### src/rtl/oc_csum_pkg.sv
package oc_csum_pkg;

    typedef enum logic {
        MODE_GEN = 1'b0,
        MODE_CHK = 1'b1
    } csum_mode_e;

    typedef struct packed {
        logic       valid;
        logic       last;
        csum_mode_e mode;
    } beat_ctl_t;

endpackage

### src/rtl/oc_fold_add.sv
module oc_fold_add #(
    parameter int W = 16
) (
    input  logic [W-1:0] a,
    input  logic [W-1:0] b,
    output logic [W-1:0] y
);
    localparam int WX = W + 1;

    logic [WX-1:0] raw;

    always_comb begin
        raw = {1'b0, a} + {1'b0, b};
        // end-around carry: a second carry cannot arise
        y   = raw[W-1:0] + {{(W-1){1'b0}}, raw[W]};
    end
endmodule

### src/rtl/oc_accum.sv
module oc_accum
    import oc_csum_pkg::*;
#(
    parameter int W = 16
) (
    input  logic         clk,
    input  logic         rst,
    input  beat_ctl_t    ctl,
    input  logic [W-1:0] word,
    output logic [W-1:0] total
);
    logic [W-1:0] acc_q;
    logic         first_q;
    logic [W-1:0] folded;

    oc_fold_add #(.W(W)) u_add (
        .a (acc_q),
        .b (word),
        .y (folded)
    );

    always_comb begin
        total = first_q ? word : folded;
    end

    always_ff @(posedge clk) begin
        if (rst) begin
            acc_q   <= '0;
            first_q <= 1'b1;
        end else if (ctl.valid) begin
            acc_q   <= total;
            first_q <= ctl.last;
        end
    end
endmodule

### src/rtl/oc_result.sv
module oc_result
    import oc_csum_pkg::*;
#(
    parameter int W = 16
) (
    input  logic         clk,
    input  logic         rst,
    input  beat_ctl_t    ctl,
    input  logic [W-1:0] total,
    output logic         done,
    output logic [W-1:0] csum,
    output logic         pass
);
    logic [W-1:0] inv;
    logic         fire;
    logic         verdict;

    always_comb begin
        inv     = ~total;
        fire    = ctl.valid && ctl.last;
        verdict = (ctl.mode == MODE_CHK) && (inv == '0);
    end

    always_ff @(posedge clk) begin
        if (rst) begin
            done <= 1'b0;
            csum <= '0;
            pass <= 1'b0;
        end else begin
            done <= fire;
            if (fire) begin
                csum <= inv;
                pass <= verdict;
            end
        end
    end
endmodule

### src/rtl/oc_csum_unit.sv
module oc_csum_unit
    import oc_csum_pkg::*;
#(
    parameter int W = 16
) (
    input  logic         clk,
    input  logic         rst,
    input  logic         in_valid,
    input  logic         in_last,
    input  logic         in_mode,
    input  logic [W-1:0] in_word,
    output logic         done,
    output logic [W-1:0] csum_out,
    output logic         pass
);
    beat_ctl_t    ctl;
    logic [W-1:0] total;

    always_comb begin
        ctl.valid = in_valid;
        ctl.last  = in_last;
        ctl.mode  = csum_mode_e'(in_mode);
    end

    oc_accum #(.W(W)) u_accum (
        .clk   (clk),
        .rst   (rst),
        .ctl   (ctl),
        .word  (in_word),
        .total (total)
    );

    oc_result #(.W(W)) u_result (
        .clk   (clk),
        .rst   (rst),
        .ctl   (ctl),
        .total (total),
        .done  (done),
        .csum  (csum_out),
        .pass  (pass)
    );
endmodule

### config.mk
export PLATFORM = sky130hd
export DESIGN_NAME = oc_csum_unit
export DESIGN_NICKNAME = d
export VERILOG_FILES = /design/src/rtl/oc_csum_pkg.sv /design/src/rtl/oc_fold_add.sv /design/src/rtl/oc_accum.sv /design/src/rtl/oc_result.sv /design/src/rtl/oc_csum_unit.sv
export SDC_FILE = /design/constraint.sdc
export NUM_CORES = 1
export LEC_CHECK = 0
export BUFFER_PORTS_ARGS = -buffer_cell sky130_fd_sc_hd__clkbuf_2
export CELL_PAD_IN_SITES_DETAIL_PLACEMENT = 1
export CELL_PAD_IN_SITES_GLOBAL_PLACEMENT = 1
export CORE_MARGIN = 3
export CORE_UTILIZATION = 39
export DETAILED_ROUTE_END_ITERATION = 10
export MAX_ROUTING_LAYER = met4
export PLACE_DENSITY = 0.83
export SYNTH_ARGS = -nofsm -noshare
export SYNTH_HDL_FRONTEND = slang
export SYNTH_SLANG_ARGS = --single-unit
### constraint.sdc
create_clock -name clk -period 3.9 [get_ports clk]
set_input_delay 0 -clock clk [delete_from_list [all_inputs] [get_ports clk]]
set_output_delay 0 -clock clk [all_outputs]
set_load 0.005 [all_outputs]
==> tab_implementation.tex, run 1 <==
\begin{tabular}{lr}
\hline
Metric & Value \\
\hline
\multicolumn{2}{l}{\textbf{Synthesis}} \\
\quad Avg Inst Size Synth & 8.29 um\^{}2 \\
\quad Most instantiated flip-flop cell in the synthesis netlist & sky130\_fd\_sc\_hd\_\_dfxtp\_1 \\
\quad Library cells used by synthesis & 63 \\
\quad Post-Synthesis Net Count & 367 \\
\quad Post-synth EDFFs & 0 \\
\quad Ranking of synthesized cells by area & sky130\_fd\_sc\_hd\_\_dfxtp\_1 (26\%), sky130\_fd\_sc\_hd\_\_ha\_1 (8.3\%), sky130\_fd\_sc\_hd\_\_mux2i\_1 (4.8\%), sky130\_fd\_sc\_hd\_\_a22o\_1 (4.5\%), sky130\_fd\_sc\_hd\_\_a21oi\_1 (4.4\%) \\
\quad Seq/Total Area, Yosys & 25.8\% \\
\quad Post-synth design cell area & 2710 um\^{}2 \\
\quad Area share of the largest cell type after synthesis & 25.8\% \\
\quad Yosys top cell by area & sky130\_fd\_sc\_hd\_\_dfxtp\_1 \\
\quad Post-synthesis sequential element count & 35 \\
\quad Proportion of synthesized flip-flops having asynchronous set or reset & 0\% \\
\quad Count of mapped cells out of synthesis & between 300 and 400 \\
\quad Count of warnings emitted by yosys & 0 \\
\multicolumn{2}{l}{\textbf{Critical path}} \\
\quad Required time at the worst-slack endpoint & slightly above 4 ns \\
\quad Buffers and inverters on the worst path & 1 \\
\quad R2R setup slack & -0.35 ns \\
\quad Cell chain of the critical path & ha\_4 > fa\_2 > a211o\_1 > a211o\_1 > a2111oi\_4 > nor3\_2 > a21oi\_2 > o21bai\_1 > ha\_2 > nand3\_2 > nand3b\_1 > buf\_4 > nor4\_2 > xnor2\_1 > a2111o\_1 > nor4\_4 > nand4\_1 > nand2\_1 \\
\quad Cell depth of the worst flop-to-flop path & 18 \\
\quad Crit path capture type & flop \\
\quad Crit. path cell count & 18 \\
\quad Cell type with the highest occurrence count on the critical path & sky130\_fd\_sc\_hd\_\_a211o\_1 \\
\quad Worst Setup Start Kind & flop \\
\quad Data arrival time of the worst path & roughly 4.5 ns \\
\quad Cell family with the largest share of critical-path delay & simple AND/OR/NAND/NOR gates \\
\quad Worst-path cell with the longest stage delay & sky130\_fd\_sc\_hd\_\_a2111o\_1 \\
\quad Maximum fanout count along the critical path & 4 \\
\quad Max stage delay on crit path & 0.43 ns \\
\quad Worst setup path category & flop to flop \\
\multicolumn{2}{l}{\textbf{Hold path}} \\
\quad Hold path cells & 3 \\
\quad Worst hold-check path type & input port to flop \\
\multicolumn{2}{l}{\textbf{Die}} \\
\quad Number of I/O pins & 39 \\
\quad Core ar. & 6530 um\^{}2 \\
\quad Chip Width & 89.4 um \\
\quad Area of the die & 7990 um\^{}2 \\
\quad Die H & $\sim$89 um \\
\quad Effective utilization at floorplan & 41.5\% \\
\quad \# rows & 29 \\
\multicolumn{2}{l}{\textbf{GRT}} \\
\quad Fraction of met3 tracks used by global routing & 4.42\% \\
\quad Routing usage on met1 & 33.6\% \\
\quad Met2 Track Usage GR & 48.4\% \\
\quad Antenna violations before repair & 0 \\
\quad Wire length of the first global-routing pass & roughly 17 mm \\
\quad Maximum number of pins on one net before global-route repair & 30 \\
\quad GRT Residual Overflow & 0 \\
\quad GRT Total Usage & roughly 29\% \\
\quad Most utilized layer in the global route result & met2 \\
\quad Via count of the first global-routing pass & 3204 \\
\multicolumn{2}{l}{\textbf{Power}} \\
\quad Peak supply drop & 0.000278 V \\
\quad Post-layout power & 0.00137 W \\
\quad Power density over cell area & approximately 370 nW/um\^{}2 \\
\quad Static leakage & 1.58 nW \\
\multicolumn{2}{l}{\textbf{Clock network}} \\
\quad Clock insertion delay at the later pin of the skew report & 0.30 ns \\
\quad \# hold bufs at CTS & 0 \\
\quad Count of H-tree levels built during CTS & 2 \\
\quad Clock slew at the register clock pins of the worst setup and hold paths & 0.09 ns \\
\quad CTS buffer count & 5 \\
\quad Number of sinks on the clock net & 35 \\
\quad CTS root buffer & sky130\_fd\_sc\_hd\_\_clkbuf\_8 \\
\quad TritonCTS clock tree & built \\
\quad Clock Path Buffers & 2 \\
\multicolumn{2}{l}{\textbf{Layout}} \\
\quad Layout cell share with drive strength beyond 1 & 38.5\% \\
\quad Fin nets & 449 \\
\quad Core Util, Final & between 50\% and 60\% \\
\quad Number of antenna repair diodes & 0 \\
\quad Most frequent cells in the layout & sky130\_fd\_sc\_hd\_\_buf\_4 (54), sky130\_fd\_sc\_hd\_\_clkbuf\_2 (38), sky130\_fd\_sc\_hd\_\_dfxtp\_1 (31), sky130\_fd\_sc\_hd\_\_nor2\_1 (26), sky130\_fd\_sc\_hd\_\_a21oi\_1 (22) \\
\quad Leading cell type in the layout, fill and taps excluded & sky130\_fd\_sc\_hd\_\_buf\_4 \\
\quad Area growth from synthesis to layout & 38.8\% \\
\multicolumn{2}{l}{\textbf{Place}} \\
\quad Detailed placement HPWL & 7.12 mm \\
\quad Final estimated routing congestion in global placement & 0.971 \\
\quad Total of buffers placed on input and output ports & 38 \\
\multicolumn{2}{l}{\textbf{Timing}} \\
\quad Setup-violating endpoint count in the final report & 16 \\
\quad Clock skew after layout & 0.0135 ns \\
\quad Transition time of the tightest slew-check pin & 0.936 ns \\
\quad Worst slew margin relative to its limit & 37.6\% \\
\quad Fmax & between 200 and 250 MHz \\
\quad Number of hold-slack violations in the final timing report & 0 \\
\quad Max Transition Viols Final & 0 \\
\quad Min setup slack post-route & -0.346 ns \\
\quad Setup repair after global routing missed its margin & yes \\
\quad Fin crit period & 4.25 ns \\
\quad Fin crit share & 109\% \\
\multicolumn{2}{l}{\textbf{Routing}} \\
\quad Vias & 3215 \\
\quad Drt pass-1 iters & 5 \\
\quad Drt total wl & 12.4 mm \\
\quad Number of DRC markers in iteration 0 & around 180 \\
\quad Avg Vias per Cell & 6.60 \\
\quad Post-detailed-route count of antenna-violating nets & 0 \\
\quad Post-DR wirelength/cell & 25.4 um \\
\quad Number of DRC violations after detailed routing & 0 \\
\multicolumn{2}{l}{\textbf{Status}} \\
\quad Violated checks & setup timing \\
\quad Result of the run & complete, but fails checks \\
\multicolumn{2}{l}{\textbf{Job}} \\
\quad Max\_cap viols & 0 \\
\hline
\end{tabular}
-- power by group --
| part | total, W | internal (W) | switching (W) |
|---|---|---|---|
| registers | 0.000407 | 0.000383 | 0.0000235 |
| logic | 0.000607 | 0.000258 | 0.000349 |
| clock network | 0.000361 | 0.000207 | 0.000154 |
-- per-layer routing --
layer | routed length, um | vias to the layer above
met4 | 736 | 0
met2 | 6090 | 150
met5 | 0 | -
met1 | 4900 | 1579
li1 | - | 1423
met3 | 653 | 63
-- flip-flops by register name, summed over array words and instances, names as in the netlist --
name,cells
u_accum.first_q,1
u_result.csum,16
u_result.pass,1
u_accum.acc_q,16
u_result.done,1
-- synth_stat cells, types with 2 or more instances --
cell type / number
sky130_fd_sc_hd__a2111oi_0: 3
sky130_fd_sc_hd__a211o_1: 4
sky130_fd_sc_hd__a211oi_1: 14
sky130_fd_sc_hd__a21oi_1: 24
sky130_fd_sc_hd__a221oi_1: 2
sky130_fd_sc_hd__a22o_1: 14
sky130_fd_sc_hd__a311oi_1: 2
sky130_fd_sc_hd__a31oi_1: 2
sky130_fd_sc_hd__and2_1: 2
sky130_fd_sc_hd__and3_1: 5
sky130_fd_sc_hd__buf_1: 2
sky130_fd_sc_hd__buf_2: 3
sky130_fd_sc_hd__clkbuf_1: 13
sky130_fd_sc_hd__dfxtp_1: 35
sky130_fd_sc_hd__ha_1: 18
sky130_fd_sc_hd__inv_1: 9
sky130_fd_sc_hd__mux2i_1: 13
sky130_fd_sc_hd__nand2_1: 21
sky130_fd_sc_hd__nand2b_1: 6
sky130_fd_sc_hd__nand3_1: 6
sky130_fd_sc_hd__nand4_1: 7
sky130_fd_sc_hd__nor2_1: 27
sky130_fd_sc_hd__nor2b_1: 3
sky130_fd_sc_hd__nor3_1: 5
sky130_fd_sc_hd__nor3b_1: 3
sky130_fd_sc_hd__nor4_1: 2
sky130_fd_sc_hd__nor4bb_1: 2
sky130_fd_sc_hd__o2111ai_1: 3
sky130_fd_sc_hd__o211a_1: 2
sky130_fd_sc_hd__o211ai_1: 9
sky130_fd_sc_hd__o21a_1: 3
sky130_fd_sc_hd__o21ai_0: 9
sky130_fd_sc_hd__o21bai_1: 2
sky130_fd_sc_hd__o22ai_1: 3
sky130_fd_sc_hd__o31ai_1: 2
sky130_fd_sc_hd__o41a_1: 2
sky130_fd_sc_hd__or2_2: 4
sky130_fd_sc_hd__or3_1: 3
sky130_fd_sc_hd__or4_1: 3
sky130_fd_sc_hd__xnor2_1: 8
sky130_fd_sc_hd__xor2_1: 5
-- metrics by stage --
stage	std cells	instance area [um^2]	setup WS [ns]	setup TNS, ns	hold WS (ns)
floorplan	327	2720	0.0309	0	0.207
global placement	459	3200	-0.106	-0.106	0.374
detailed placement	459	3200	-0.405	-1.46	0.384
CTS	476	3480	-0.213	-0.676	0.0923
global route	487	3760	-0.556	-5.11	0.133
finish	487	3760	-0.346	-2.45	0.0937
-- final timing paths --
kind	startpoint	endpoint
worst max-delay path	u_accum.acc_q[0]$_SDFFE_PP0P_	u_result.pass$_SDFFE_PP0P_
worst max register to register	u_accum.acc_q[0]$_SDFFE_PP0P_	u_result.pass$_SDFFE_PP0P_
worst min register to register	u_result.csum[12]$_SDFFE_PP0P_	u_result.csum[12]$_SDFFE_PP0P_
worst min-delay path	in_word[14]	u_accum.acc_q[14]$_SDFFE_PP0P_
-- logic make-up after synthesis --
group / count (synthesis) / synth area share, %
buffers and inverters: 28 / 4.01
XOR/XNOR: 13 / 4.20
AND/OR/NAND/NOR: 107 / 21.6
adder cells (fa/ha/maj): 19 / 9.04
multiplexers: 14 / 5.21
AO/OA/AOI/OAI: 111 / 30.1
flip-flops: 35 / 25.8
-- worst register-to-register path, cell delays in order, from the launching register on --
cell                        delay, ns
sky130_fd_sc_hd__dfxtp_2         0.37
sky130_fd_sc_hd__ha_4            0.14
sky130_fd_sc_hd__fa_2            0.20
sky130_fd_sc_hd__a211o_1         0.17
sky130_fd_sc_hd__a211o_1         0.20
sky130_fd_sc_hd__a2111oi_4       0.09
sky130_fd_sc_hd__nor3_2          0.31
sky130_fd_sc_hd__a21oi_2         0.12
sky130_fd_sc_hd__o21bai_1        0.22
sky130_fd_sc_hd__ha_2            0.27
sky130_fd_sc_hd__nand3_2         0.12
sky130_fd_sc_hd__nand3b_1        0.27
sky130_fd_sc_hd__buf_4           0.20
sky130_fd_sc_hd__nor4_2          0.39
sky130_fd_sc_hd__xnor2_1         0.19
sky130_fd_sc_hd__a2111o_1        0.43
sky130_fd_sc_hd__nor4_4          0.26
sky130_fd_sc_hd__nand4_1         0.13
sky130_fd_sc_hd__nand2_1         0.11
-- timing repair --
action,4_1_cts,5_1_grt
buffers inserted,9,13
endpoints found under the setup margin,11,26
gates resized for setup,23,35
pin swaps,21,30
-- cell type report --
class | count | area [um^2]
clock buffer | 6 | 82.6
clock inverter | 2 | 35.0
fill | 761 | 2770
inverter | 10 | 37.5
multi-input combinational | 264 | 2200
sequential | 35 | 706
tap | 77 | 96.3
timing repair buffer | 93 | 607
Note: power is estimated with default switching activity, not from simulation.
==> inputs of run 2 (changes only) <==
- ABC_AREA: unset -> 1
- CORE_UTILIZATION: 39 -> 36
- PLACE_DENSITY: 0.83 -> 0.82
==> tab_implementation.tex, run 2 <==
\begin{tabular}{lr}
\hline
Metric & Value \\
\hline
\multicolumn{2}{l}{\textbf{Status}} \\
\quad Result of the run & completed \\
\multicolumn{2}{l}{\textbf{Hold path}} \\
\quad Hold path cells & 3 \\
\quad Worst hold-check path type & input port to flop \\
\multicolumn{2}{l}{\textbf{Clock network}} \\
\quad Number of sinks on the clock net & 35 \\
\quad TritonCTS clock tree & built \\
\quad Clock insertion delay at the later pin of the skew report & 0.29 ns \\
\quad CTS root buffer & sky130\_fd\_sc\_hd\_\_clkbuf\_8 \\
\quad Count of H-tree levels built during CTS & 2 \\
\quad \# hold bufs at CTS & 0 \\
\quad CTS buffer count & 5 \\
\quad Clock Path Buffers & 2 \\
\quad Clock slew at the register clock pins of the worst setup and hold paths & about 0.07 ns \\
\multicolumn{2}{l}{\textbf{Timing}} \\
\quad Fin crit period & 3.56 ns \\
\quad Transition time of the tightest slew-check pin & 0.987 ns \\
\quad Setup TNS after final layout & 0 ns \\
\quad Max Transition Viols Final & 0 \\
\quad Setup repair after global routing missed its margin & no \\
\quad Worst slew margin relative to its limit & 34.0\% \\
\quad Fin crit share & between 90\% and 100\% \\
\quad Number of hold-slack violations in the final timing report & 0 \\
\quad Setup-violating endpoint count in the final report & 0 \\
\quad Min setup slack post-route & 0.343 ns \\
\quad Clock skew after layout & 0.00884 ns \\
\quad Fmax & 281 MHz \\
\multicolumn{2}{l}{\textbf{Routing}} \\
\quad Drt pass-1 iters & 4 \\
\quad Post-DR wirelength/cell & 14.9 um \\
\quad Avg Vias per Cell & approximately 5.0 \\
\quad Drt total wl & 9.38 mm \\
\quad Vias & 3137 \\
\quad Post-detailed-route count of antenna-violating nets & 0 \\
\quad Number of DRC violations after detailed routing & 0 \\
\quad Number of DRC markers in iteration 0 & 82 \\
\multicolumn{2}{l}{\textbf{Critical path}} \\
\quad Cell depth of the worst flop-to-flop path & 26 \\
\quad Maximum fanout count along the critical path & 4 \\
\quad Data arrival time of the worst path & between 3 and 4 ns \\
\quad Worst setup path category & flop to flop \\
\quad Required time at the worst-slack endpoint & 4.13 ns \\
\quad R2R setup slack & 0.34 ns \\
\quad Worst Setup Start Kind & flop \\
\quad Crit path capture type & flop \\
\multicolumn{2}{l}{\textbf{Layout}} \\
\quad Footprint of the multi-input gates & between 1500 and 2000 um\^{}2 \\
\quad Largest registers & u\_accum.acc\_q x16, u\_result.csum x16 \\
\quad Total of fill cells in the finished design & approximately 1.1k \\
\quad Most frequent cells in the layout & sky130\_fd\_sc\_hd\_\_nand2\_1 (164), sky130\_fd\_sc\_hd\_\_inv\_1 (67), sky130\_fd\_sc\_hd\_\_nor2\_1 (45), sky130\_fd\_sc\_hd\_\_nand3\_1 (40), sky130\_fd\_sc\_hd\_\_clkbuf\_2 (38) \\
\quad Fin nets & 567 \\
\quad Number of antenna repair diodes & 0 \\
\quad Flip-flop and latch area & 701 um\^{}2 \\
\quad Core Util, Final & approximately 42\% \\
\quad Layout cell share with drive strength beyond 1 & 18.4\% \\
\quad Area growth from synthesis to layout & 12.3\% \\
\quad Leading cell type in the layout, fill and taps excluded & sky130\_fd\_sc\_hd\_\_nand2\_1 \\
\multicolumn{2}{l}{\textbf{GRT}} \\
\quad GRT Total Usage & 20.7\% \\
\quad GRT Residual Overflow & 0 \\
\quad Antenna violations before repair & 0 \\
\quad Wire length of the first global-routing pass & 15.8 mm \\
\quad Maximum number of pins on one net before global-route repair & 26 \\
\quad Via count of the first global-routing pass & between 3k and 4k \\
\multicolumn{2}{l}{\textbf{Synthesis}} \\
\quad Area share of the largest cell type after synthesis & 23.6\% \\
\quad Proportion of synthesized flip-flops having asynchronous set or reset & 0\% \\
\quad Library cells used by synthesis & 33 \\
\quad Most instantiated flip-flop cell in the synthesis netlist & sky130\_fd\_sc\_hd\_\_dfxtp\_1 \\
\quad Most instantiated library cell after synthesis & sky130\_fd\_sc\_hd\_\_nand2\_1 \\
\quad Count of warnings emitted by yosys & 0 \\
\quad Most numerous cell types in the synthesized netlist & sky130\_fd\_sc\_hd\_\_nand2\_1 (164), sky130\_fd\_sc\_hd\_\_inv\_1 (67), sky130\_fd\_sc\_hd\_\_nor2\_1 (45), sky130\_fd\_sc\_hd\_\_nand3\_1 (40), sky130\_fd\_sc\_hd\_\_dfxtp\_1 (35) \\
\quad Avg Inst Size Synth & 6.06 um\^{}2 \\
\quad Seq/Total Area, Yosys & around a quarter \\
\quad Post-synthesis sequential element count & 35 \\
\quad Ranking of synthesized cells by area & sky130\_fd\_sc\_hd\_\_dfxtp\_1 (24\%), sky130\_fd\_sc\_hd\_\_nand2\_1 (21\%), sky130\_fd\_sc\_hd\_\_inv\_1 (8.5\%), sky130\_fd\_sc\_hd\_\_ha\_1 (7.6\%), sky130\_fd\_sc\_hd\_\_nand3\_1 (6.8\%) \\
\quad Yosys top cell by area & sky130\_fd\_sc\_hd\_\_dfxtp\_1 \\
\quad Post-Synthesis Net Count & 529 \\
\quad Post-synth design cell area & 2960 um\^{}2 \\
\quad Post-synth EDFFs & 0 \\
\quad Count of mapped cells out of synthesis & roughly 490 \\
\multicolumn{2}{l}{\textbf{Die}} \\
\quad Number of I/O pins & 39 \\
\quad \# rows & 32 \\
\quad Die H & 96.7 um \\
\quad Chip Width & 96.7 um \\
\quad Effective utilization at floorplan & about 38\% \\
\quad Core ar. & 7850 um\^{}2 \\
\quad Area of the die & 9360 um\^{}2 \\
\multicolumn{2}{l}{\textbf{Power}} \\
\quad Static leakage & approximately 1.8 nW \\
\quad Cell Int Power & 0.000648 W \\
\quad Post-layout power & about 0.0011 W \\
\quad Clock power frac & between 20\% and 30\% \\
\quad Switching share of total power & approximately 41\% \\
\quad Part of the total power dissipated in combinational logic & 39.3\% \\
\quad Power density over cell area & 328 nW/um\^{}2 \\
\quad Peak supply drop & approximately 0.00027 V \\
\quad Switching power summed over all nets & about 0.00044 W \\
\quad Flop pwr share & 36.9\% \\
\multicolumn{2}{l}{\textbf{Place}} \\
\quad Final estimated routing congestion in global placement & 0.943 \\
\quad Worst-case setup slack after placement & 0.261 ns \\
\quad Total of buffers placed on input and output ports & 38 \\
\quad Detailed placement HPWL & 7.91 mm \\
\multicolumn{2}{l}{\textbf{Job}} \\
\quad Max\_cap viols & 0 \\
\hline
\end{tabular}
==> run 2: cell count changes in the layout (fill, tap and decap cells not counted), moves of 19 or more <==
cell                      before  now
sky130_fd_sc_hd__nand2_1      20  164
sky130_fd_sc_hd__nand3_1       4   40
sky130_fd_sc_hd__inv_1         8   67
sky130_fd_sc_hd__buf_4        54    2
sky130_fd_sc_hd__nor2_1       26   45
==> run 2: area by class of cell <==
class                   count  share of cell area (%)
clock inverters             2                   0.376
clock buffers               6                    2.18
repair buffers             40                    6.17
multi-input cells         373                    58.3
flip-flops and latches     35                    21.1
inverters                  72                    8.12
well taps                 102                    3.83
==> run 2: final timing paths <==
check                                                    from                             to
worst min register to register  u_result.csum[1]$_SDFFE_PP0P_  u_result.csum[1]$_SDFFE_PP0P_
worst max register to register  u_accum.acc_q[0]$_SDFFE_PP0P_     u_result.pass$_SDFFE_PP0P_
worst max-delay path            u_accum.acc_q[0]$_SDFFE_PP0P_     u_result.pass$_SDFFE_PP0P_
worst min-delay path                                  in_last       u_result.done$_SDFF_PP0_
==> run 2: cells by family after synthesis <==
logic type | share of synthesized area (%)
and+or+nand+nor | 46.1
AOI/OAI and AO/OA | 10.8
DFF | 23.6
buffers and inverters | 11.2
adders and majority gates | 8.27
==> run 2: power groups by stage <==
stage	clock, W	sequential (W)	combinational [W]
6_report	0.000260	0.000402	0.000428
5_1_grt	0.000284	0.000405	0.000485
4_1_cts	0.000267	0.000401	0.000425
3_5_place_dp	0	0.000410	0.000421
3_3_place_gp	0	0.000408	0.000408
2_1_floorplan	0	0.000402	0.000311
==> run 2: metrics by stage <==
stage | hold WS [ns] | std cells | area (um^2)
after CTS | 0.0545 | 629 | 3310
after detailed placement | 0.355 | 621 | 3230
after global placement | 0.359 | 621 | 3230
after floorplan | 0.108 | 489 | 2960
after global routing | 0.103 | 630 | 3330
final | 0.0531 | 630 | 3330
==> run 2: critical path, stage by stage (launching register included) <==
cell	delay [ns]
sky130_fd_sc_hd__dfxtp_1	0.33
sky130_fd_sc_hd__ha_2	0.21
sky130_fd_sc_hd__fa_2	0.43
sky130_fd_sc_hd__nand2_2	0.12
sky130_fd_sc_hd__nand2_1	0.09
sky130_fd_sc_hd__nand3_2	0.07
sky130_fd_sc_hd__nand2_1	0.06
sky130_fd_sc_hd__nand4_1	0.10
sky130_fd_sc_hd__nand2_1	0.09
sky130_fd_sc_hd__a21oi_1	0.14
sky130_fd_sc_hd__o21bai_1	0.08
sky130_fd_sc_hd__ha_1	0.24
sky130_fd_sc_hd__ha_1	0.29
sky130_fd_sc_hd__inv_1	0.04
sky130_fd_sc_hd__nand2_1	0.05
sky130_fd_sc_hd__o21ai_1	0.10
sky130_fd_sc_hd__nor2_1	0.11
sky130_fd_sc_hd__nand3_1	0.07
sky130_fd_sc_hd__a21oi_1	0.13
sky130_fd_sc_hd__nand3_1	0.08
sky130_fd_sc_hd__nor2_1	0.11
sky130_fd_sc_hd__nand2_1	0.06
sky130_fd_sc_hd__nor2_1	0.10
sky130_fd_sc_hd__nand3_1	0.09
sky130_fd_sc_hd__nor2_1	0.11
sky130_fd_sc_hd__nand3_1	0.09
sky130_fd_sc_hd__o21bai_2	0.10
==> run 2: timing repair <==
item / in CTS / in global routing
gates resized for setup: 0 / 4
setup endpoints to repair: 0 / 1
setup buffers: 0 / 1
==> run 2: routing by layer <==
layer	vias to the layer above	global-route usage (%)	share of wire, %
met5	-	-	0
met4	0	4.54	1.1
met3	9	1.30	1.6
met2	39	35.8	49
met1	1457	26.7	48
li1	1632	-	-
